File: src/rtl/sysctl_pkg.sv
package sysctl_pkg;

  localparam int DATA_W = 32;

  localparam int BIT_EXL = 1;
  localparam int BIT_ERL = 2;
  localparam int PRIV_LO = 3;
  localparam int PRIV_HI = 4;
  localparam int BIT_IE  = 16;
  localparam int BIT_EDI = 17;

  localparam int IDX_COUNT  = 9;
  localparam int IDX_STATUS = 12;
  localparam int IDX_EPC    = 14;
  localparam int IDX_ERRPC  = 30;

  localparam logic [DATA_W-1:0] STATUS_READ_MASK = 32'hF0C7_9C1F;
  localparam logic [DATA_W-1:0] STATUS_RESET     = 32'h0000_0004;

  typedef enum logic [1:0] {
    OP_NONE = 2'b00,
    OP_RET  = 2'b01,
    OP_IEN  = 2'b10,
    OP_IDIS = 2'b11
  } ctl_op_e;

  function automatic logic priv_kernel(input logic [DATA_W-1:0] st);
    return st[BIT_EXL] | st[BIT_ERL] | (st[PRIV_HI:PRIV_LO] == 2'b00);
  endfunction

  function automatic logic ie_change_ok(input logic [DATA_W-1:0] st);
    return st[BIT_EDI] | priv_kernel(st);
  endfunction

endpackage

File: src/rtl/sysctl_status.sv
module sysctl_status
  import sysctl_pkg::*;
(
  input  logic              clk,
  input  logic              rst_n,
  input  logic              wr_en,
  input  logic [DATA_W-1:0] wr_data,
  input  logic              cmd_valid,
  input  logic [1:0]        cmd_op,
  output logic [DATA_W-1:0] status_q,
  output logic              ret_fire,
  output logic              ret_to_err
);

  logic [DATA_W-1:0] status_d;
  logic              ie_ok;

  assign ie_ok      = ie_change_ok(status_q);
  assign ret_fire   = cmd_valid && (cmd_op == OP_RET);
  assign ret_to_err = status_q[BIT_ERL];

  always_comb begin
    status_d = status_q;
    if (cmd_valid) begin
      case (cmd_op)
        OP_RET: begin
          if (status_q[BIT_ERL]) status_d[BIT_ERL] = 1'b0;
          else                   status_d[BIT_EXL] = 1'b0;
        end
        OP_IEN:  if (ie_ok) status_d[BIT_IE] = 1'b1;
        OP_IDIS: if (ie_ok) status_d[BIT_IE] = 1'b0;
        default: ;
      endcase
    end
    if (wr_en) status_d = wr_data;
  end

  always_ff @(posedge clk or negedge rst_n) begin
    if (!rst_n) status_q <= STATUS_RESET;
    else        status_q <= status_d;
  end

endmodule

File: src/rtl/sysctl_count.sv
module sysctl_count
  import sysctl_pkg::*;
(
  input  logic              clk,
  input  logic              rst_n,
  input  logic              load,
  input  logic [DATA_W-1:0] load_val,
  output logic [DATA_W-1:0] count_q
);

  always_ff @(posedge clk or negedge rst_n) begin
    if (!rst_n)    count_q <= '0;
    else if (load) count_q <= load_val;
    else           count_q <= count_q + 1'b1;
  end

endmodule

File: src/rtl/sysctl_regbank.sv
module sysctl_regbank
  import sysctl_pkg::*;
#(
  parameter int ADDR_W = 5
) (
  input  logic              clk,
  input  logic              rst_n,
  input  logic              wr_en,
  input  logic [ADDR_W-1:0] wr_addr,
  input  logic [DATA_W-1:0] wr_data,
  input  logic [ADDR_W-1:0] rd_addr,
  output logic [DATA_W-1:0] rd_data,
  output logic [DATA_W-1:0] epc_q,
  output logic [DATA_W-1:0] errpc_q
);

  localparam int NREG = 1 << ADDR_W;

  logic [NREG-1:0][DATA_W-1:0] bank_q;

  for (genvar i = 0; i < NREG; i++) begin : g_reg
    if (i == IDX_COUNT || i == IDX_STATUS) begin : g_hole
      assign bank_q[i] = '0;
    end else begin : g_store
      always_ff @(posedge clk or negedge rst_n) begin
        if (!rst_n)
          bank_q[i] <= '0;
        else if (wr_en && (wr_addr == ADDR_W'(i)))
          bank_q[i] <= wr_data;
      end
    end
  end

  assign rd_data = bank_q[rd_addr];
  assign epc_q   = bank_q[IDX_EPC];
  assign errpc_q = bank_q[IDX_ERRPC];

endmodule

File: src/rtl/sysctl_redirect.sv
module sysctl_redirect
  import sysctl_pkg::*;
(
  input  logic              clk,
  input  logic              rst_n,
  input  logic              ret_fire,
  input  logic              ret_to_err,
  input  logic [DATA_W-1:0] epc,
  input  logic [DATA_W-1:0] errpc,
  output logic              redirect_valid,
  output logic [DATA_W-1:0] redirect_pc
);

  always_ff @(posedge clk or negedge rst_n) begin
    if (!rst_n) begin
      redirect_valid <= 1'b0;
      redirect_pc    <= '0;
    end else begin
      redirect_valid <= ret_fire;
      if (ret_fire) redirect_pc <= ret_to_err ? errpc : epc;
    end
  end

endmodule

File: src/rtl/sysctl_unit.sv
module sysctl_unit
  import sysctl_pkg::*;
#(
  parameter int ADDR_W = 5,
  parameter int CHAN_W = 10
) (
  input  logic              clk,
  input  logic              rst_n,
  input  logic [ADDR_W-1:0] reg_addr,
  input  logic              reg_wr,
  input  logic [31:0]       reg_wdata,
  input  logic              reg_rd,
  output logic [31:0]       reg_rdata,
  input  logic              cmd_valid,
  input  logic [1:0]        cmd_op,
  input  logic [CHAN_W-1:0] dma_stat,
  input  logic [CHAN_W-1:0] dma_en,
  output logic              branch_cond,
  output logic              kernel_mode,
  output logic              redirect_valid,
  output logic [31:0]       redirect_pc
);

  logic [DATA_W-1:0] status_q;
  logic [DATA_W-1:0] count_q;
  logic [DATA_W-1:0] bank_rd;
  logic [DATA_W-1:0] epc_q;
  logic [DATA_W-1:0] errpc_q;
  logic              wr_status;
  logic              wr_count;
  logic              ret_fire;
  logic              ret_to_err;

  assign wr_status = reg_wr && (reg_addr == ADDR_W'(IDX_STATUS));
  assign wr_count  = reg_wr && (reg_addr == ADDR_W'(IDX_COUNT));

  sysctl_status u_status (
    .clk        (clk),
    .rst_n      (rst_n),
    .wr_en      (wr_status),
    .wr_data    (reg_wdata),
    .cmd_valid  (cmd_valid),
    .cmd_op     (cmd_op),
    .status_q   (status_q),
    .ret_fire   (ret_fire),
    .ret_to_err (ret_to_err)
  );

  sysctl_count u_count (
    .clk      (clk),
    .rst_n    (rst_n),
    .load     (wr_count),
    .load_val (reg_wdata),
    .count_q  (count_q)
  );

  sysctl_regbank #(.ADDR_W(ADDR_W)) u_bank (
    .clk     (clk),
    .rst_n   (rst_n),
    .wr_en   (reg_wr),
    .wr_addr (reg_addr),
    .wr_data (reg_wdata),
    .rd_addr (reg_addr),
    .rd_data (bank_rd),
    .epc_q   (epc_q),
    .errpc_q (errpc_q)
  );

  sysctl_redirect u_redir (
    .clk            (clk),
    .rst_n          (rst_n),
    .ret_fire       (ret_fire),
    .ret_to_err     (ret_to_err),
    .epc            (epc_q),
    .errpc          (errpc_q),
    .redirect_valid (redirect_valid),
    .redirect_pc    (redirect_pc)
  );

  always_comb begin
    reg_rdata = '0;
    if (reg_rd) begin
      if (reg_addr == ADDR_W'(IDX_STATUS))     reg_rdata = status_q & STATUS_READ_MASK;
      else if (reg_addr == ADDR_W'(IDX_COUNT)) reg_rdata = count_q;
      else                                     reg_rdata = bank_rd;
    end
  end

  assign kernel_mode = priv_kernel(status_q);
  assign branch_cond = ((dma_stat & dma_en) == dma_en);

endmodule

File: config.mk
export PLATFORM = sky130hd
export DESIGN_NAME = sysctl_unit
export DESIGN_NICKNAME = d
export VERILOG_FILES = /design/src/rtl/sysctl_pkg.sv /design/src/rtl/sysctl_status.sv /design/src/rtl/sysctl_count.sv /design/src/rtl/sysctl_regbank.sv /design/src/rtl/sysctl_redirect.sv /design/src/rtl/sysctl_unit.sv
export SDC_FILE = /design/constraint.sdc
export NUM_CORES = 2
export LEC_CHECK = 0
export BUFFER_PORTS_ARGS = -buffer_cell sky130_fd_sc_hd__buf_4
export CAP_MARGIN = 30
export CORE_UTILIZATION = 63
export DETAILED_ROUTE_END_ITERATION = 16
export GPL_TIMING_DRIVEN = 0
export PLACE_DENSITY_LB_ADDON = 0.12
export SYNTH_ARGS = -nofsm -noshare
export SYNTH_HDL_FRONTEND = slang
export SYNTH_SLANG_ARGS = --single-unit
File: constraint.sdc
create_clock -name clk -period 2.25 [get_ports clk]
set_input_delay 0 -clock clk [delete_from_list [all_inputs] [get_ports clk]]
set_output_delay 0 -clock clk [all_outputs]
set_load 0.01 [all_outputs]
## Word-level counts from Yosys, hierarchy flattened

Index checks and enable logic that the tools add are counted.

| operators by class | value |
|---|---|
| equal/unequal tests | 38 |
| $add $sub $neg | 1 |
| magnitude comparators | 1 |
| reduce and logical (&&, ||, !) cells | 41 |
| bitwise gates (word level) | 4 |
| mux-type cells | 15 |

Operator list:

| cell | number |
|---|---|
| $mux W32 | 6 |
| $bmux W32 S5 | 1 |
| $eq A5 B5 Y1 const B | 16 |
| $eq A5 B4 Y1 const B | 8 |
| $logic_and A1 B1 Y1 | 33 |
| $add A32 B1 Y32 const B | 1 |
| $eq A5 B3 Y1 const B | 4 |
| $mux W17 | 1 |
| $and A10 B10 Y10 | 1 |
| $eq A10 B10 Y1 | 1 |
| $eq A5 B2 Y1 const B | 2 |
| $lt A5 B6 Y1 const B | 1 |
| $ne A3 B1 Y1 const B | 2 |
| $eq A5 B1 Y1 const B | 1 |
| $logic_not A5 Y1 | 1 |
| $eq A2 B2 Y1 const B | 2 |
| $mux W1 | 4 |
| $mux W2 | 2 |
| $reduce_and A4 Y1 | 1 |
| $reduce_bool A2 Y1 | 2 |
| $or A1 B1 Y1 | 3 |
| $reduce_and A3 Y1 | 1 |
| $reduce_bool A3 Y1 | 1 |
| $eq A2 B1 Y1 const B | 1 |
| other kinds (4) | 4 |

| word-level totals | value |
|---|---|
| input port bits | 64 |
| output and inout bits | 67 |
| word-level logic and storage cells | 137 |
| bits in registers | 1057 |

## Longest topological paths before layout

| logic depth | value |
|---|---|
| depth after elaboration | 7 |
| depth in mapped cells | 10 |
| depth with buffers taken out | 6 |

## Cells and area by module

A second synthesis with hierarchy kept.

| unflattened totals | value |
|---|---|
| cells, all modules | 3513 |
| area, all modules | 49727.7 um^2 |

By module, submodules not included:

| module | area each (um^2) | cells an instance | seq. area each (um^2) | instances |
|---|---|---|---|---|
| sysctl_regbank | 44074.8 | 2899 | 24023.0 | 1 |
| sysctl_count | 1793.0 | 205 | 800.8 | 1 |
| sysctl_redirect | 1531.5 | 140 | 825.8 | 1 |
| sysctl_status | 1260.0 | 83 | 802.0 | 1 |
| sysctl_unit | 1068.5 | 186 | 0.0 | 1 |

## Worst setup path before layout

Ideal clock, no wire load.

| path | value |
|---|---|
| path kind | register -> register |
| from | reg u_count.count_q[0] |
| to | reg u_count.count_q[16] |
| arrival time | 1.631 ns |
| stages on the path, launching flop included | 7 |
| buffers on the path | 0 |
| slack | 0.494 ns |
| clock period less this slack | 1.756 ns |
| library setup time | 0.125 ns |
| path through | dfrtp_1 -> ha_1 -> nand3_1 -> nor3_1 -> nand2_1 -> xnor2_1 -> mux2_2 |

| between the ends | value |
|---|---|
| word-level cells in the longest chain between the ends | 2 |

RTL lines:

| element | RTL line | RTL |
|---|---|---|
| from (decl) | sysctl_count.sv:8 | `output logic [DATA_W-1:0] count_q` |
| from (signal assigned) | sysctl_count.sv:13 | `else if (load) count_q <= load_val;` |
| from (signal assigned) | sysctl_count.sv:14 | `else count_q <= count_q + 1'b1;` |
| $add A32 B1 Y32 | sysctl_count.sv:14 |  |
| $mux W32 | sysctl_count.sv:13 |  |

No other way between the ends.
A chain may end at the register's enable or synchronous reset.

## Final worst setup path

| path | value |
|---|---|
| from | reg u_bank.bank_q[810] (netlist bit) |
| to | out reg_rdata[10] |

| between the ends | value |
|---|---|
| word-level cells in the longest chain between the ends | 5 |

RTL lines:

| element | RTL line | RTL |
|---|---|---|
| from (decl) | sysctl_regbank.sv:19 | `logic [NREG-1:0][DATA_W-1:0] bank_q;` |
| from (signal, indexed assignment) | sysctl_regbank.sv:29 | `bank_q[i] <= wr_data;` |
| $bmux W32 S5 | sysctl_regbank.sv:34 | `assign rd_data = bank_q[rd_addr];` |
| $mux W32 (implied by the code) | sysctl_regbank.sv:34 |  |
| $mux W32 | sysctl_unit.sv:84 | `else if (reg_addr == ADDR_W'(IDX_COUNT)) reg_rdata = count_q;` |
| $mux W32 | sysctl_unit.sv:83 | `if (reg_addr == ADDR_W'(IDX_STATUS)) reg_rdata = status_q & STATUS_READ_MASK;` |
| $mux W32 | sysctl_unit.sv:82 | `if (reg_rd) begin` |
| to (decl) | sysctl_unit.sv:13 | `output logic [31:0] reg_rdata,` |

No other way between the ends. The select of a mux whose other input is x is not followed.

==> reports/metrics.cfg <==
[logic_synthesis]
synthTopCellsByArea = dfrtp_1 (54%), mux2_2 (23%), mux4_2 (8.8%), buf_2 (1.4%), mux2i_1 (1.3%)
synth-edff-count = 0
synthCells = 3398
synth_nets = 3463
synth_top_area_share_pct = 53.94
syn_area_um2 = 48340
yosys_warnings = 0
yosys.area.top_type = dfrtp_1
yosysUniqueCellTypes = 69
synth_seq_area_share_pct = 53.99
synth_ff_type = dfrtp_1
syn_area_per_cell_um2 = 14.23
ys_async_sr_fraction_pct = 100.0
synth_seq_cells = 1043

[worst_setup_path]
r2r_cells = 4
crit_type = reg -> out
cp_data_required_time_ps = 2250
crit_path_start_kind = flop
cp_max_fo = 2
r2r_setup_slack_ps = 90
timing.rr.end = u_redir.redirect_pc[18]$_DFFE_PN0P_
crit_arrival_ps = 2610
end_kind = output pin
r2r-start = u_status.status_q[2]$_DFFE_PN1P_

[drt]
drtIter0Drc = 4813
wirelength_mm = 193.2
drtPass1Iterations = 6
ant_nets = 0
routedWlPerCell_um = 39.63
vias_per_cell = 7.228
drc = 0
vias = 35236

[place]
hpwl_mm = 131.5
dp_slack_ps = -1210
port_buffers = 128
placed_area_um2 = 51290
gp_congestion = 1.056
dp.cells = 4596

[outcome]
status = finished with violations
violations = negative setup slack

[cts]
htree_levels = 3
root_buffer = clkbuf_16
cts_sinks = 1043
clk_latency_ps = 700
cts_tree = done
path_clk_slew_ps = 60
numCtsBuffers = 105
cts_buffer_depth = 3

[timing]
timing.fmax_ghz = 0.3838
fin_crit_sh_pct = 115.8
max_slew_margin_pct = 22.38
fin_ws_ps = -355.8
timing.setup.tns_ps = -11180
clock_skew_ps = 16.41
worst-slew-pin-transition_ps = 1164
grt_setup_unrepaired = true
setup_violations = 114
slew_violations = 0
timing.final.crit_period_ps = 2606
whs_ps = 44.05
finalHoldViolCount = 0

[layout]
fillers = 4684
layout.nets = 3825
final_common_cell = dfrtp_1
stdcell_count = 4875
stdcell_area_um2 = 57330
drive_above_1_share_pct = 49.01
final_cell_mix = dfrtp_1 (1042), mux2_2 (977), mux4_2 (189)
fin_util_pct = 75.48
area_growth_pct = 18.58

[die]
start_util_pct = 63.65
dieHeight_um = 279.0
dieArea_um2 = 77840
fp-row-count = 101
io_pins = 131
die_x_um = 279.0
coreArea_um2 = 75950

[power_and_ir_drop]
p_total_mw = 54.24
power.leakage_nw = 25.44
ir_drop_uv = 744.9
power.density_nw_per_um2 = 946.1

[min_path]
hold_path.class = in -> reg
min_to = u_bank.bank_q[735]$_DFFE_PN0P_
holdPathStages = 4
hold_path.startpoint = reg_addr[1]

[global_routing]
grt_pass1_wl_mm = 267.9
grt_pass1_vias = 35800
grt.overflow.total = 0
grt_max_degree = 134
antenna_found_initial = 14
track_usage_pct = 50.14

[job]
maxCapViolations = 0

-- how the worst max path moves through the flow --
stage | startpoint | end | depth (start not counted)
detailed placement | reg_addr[2] | reg_rdata[27] | 11
finish | u_bank.bank_q[810]$_DFFE_PN0P_ | reg_rdata[10] | 6
floorplan | u_count.count_q[0]$_DFF_PN0_ | u_count.count_q[16]$_DFF_PN0_ | 6
CTS | u_bank.bank_q[810]$_DFFE_PN0P_ | reg_rdata[10] | 6
global placement | rst_n | u_bank.bank_q[110]$_DFFE_PN0P_ | 1
global route | u_bank.bank_q[778]$_DFFE_PN0P_ | reg_rdata[10] | 6
-- logic make-up (layout without fill, tap and decap cells) --
logic type | count (synthesis) | after routing | share of synthesized area (%)
muxes | 1282 | 1282 | 34.10
DFF | 1043 | 1043 | 53.99
and+or+nand+nor | 379 | 379 | 3.637
buffers and inverters | 341 | 781 | 3.279
AOI/OAI and AO/OA | 324 | 324 | 4.454
xor gates and xnor gates | 28 | 28 | 0.5073
adders and majority gates | 1 | 1 | 0.02588
other | 0 | 7 | 0
-- where the power goes --
| group | internal [mW] | total, mW | switching, mW |
|---|---|---|---|
| Clock | 10.9 | 18.7 | 7.76 |
| Sequential | 22.5 | 25.0 | 2.46 |
| Combinational | 5.54 | 10.6 | 5.07 |
-- sequential cells by signal, summed over array words and instances, names as in the netlist --
| register | count |
|---|---|
| u_redir.redirect_pc | 32 |
| u_status.status_q | 18 |
| u_bank.errpc_q | 32 |
| u_count.count_q | 32 |
| u_bank.epc_q | 32 |
| u_bank.bank_q | 896 |
| u_redir.redirect_valid | 1 |
-- worst max-delay path, cell delays in order (launching register included) --
cell      delay [ps]
dfrtp_1          370
mux4_2           480
mux2_4           300
a221oi_2         230
o31ai_1          110
o221a_1          290
buf_6            150
-- layer usage --
layer  track usage, %  share of wire (%)  vias to the layer above
met4            37.12                9.2                       16
met5                0              0.081                        -
met3            18.57                 13                      830
met1            63.36                 35                    18375
met2            70.98                 42                     2770
li1                 -                  -                    13245
-- synth_stat cells, types with 5 or more instances --
library cell and count:
o211ai_1 15, nor3_1 24, or3_1 5, inv_1 17, nand4_1 14, dfrtp_1 1042, mux2_2 979, a221oi_1 42
a21oi_1 68, xor2_1 19, o21ai_0 80, nand2b_1 9, o31ai_1 10, and2_1 7, buf_2 136, mux4_2 189
xnor2_1 9, o22ai_1 8, buf_4 22, a22oi_1 27, nand3_1 31, a2111oi_0 5, nor2b_1 12, mux2i_1 63
nor4_1 5, a31oi_1 19, a22o_1 9, nand2_1 145, buf_6 7, buf_1 9, and3_1 15, mux2_1 51
clkbuf_1 149, o22a_1 8, nor2_1 95
-- timing repair --
| item | 4_1_cts | 5_1_grt |
|---|---|---|
| hold endpoints to repair | 469 | 0 |
| buffers inserted | 17 | 12 |
| endpoints found under the setup margin | 63 | 293 |
| cloned | 0 | 4 |
| pin swaps | 49 | 45 |
| gates resized for setup | 237 | 108 |
| hold buffers | 53 | 0 |
-- cell type report --
type / instances / area (um2) / area share, %
timing repair buffer: 258 / 2743 / 4.784
clock buffer: 152 / 3057 / 5.332
tap: 1030 / 1289 / 2.248
clock inverter: 33 / 556.8 / 0.9713
inverter: 18 / 71.32 / 0.1244
multi-input combinational: 2014 / 21660 / 37.79
buffer: 320 / 1827 / 3.187
sequential: 1043 / 26100 / 45.53
antenna: 7 / 17.52 / 0.03056
Note: power is estimated with default switching activity, not from simulation.
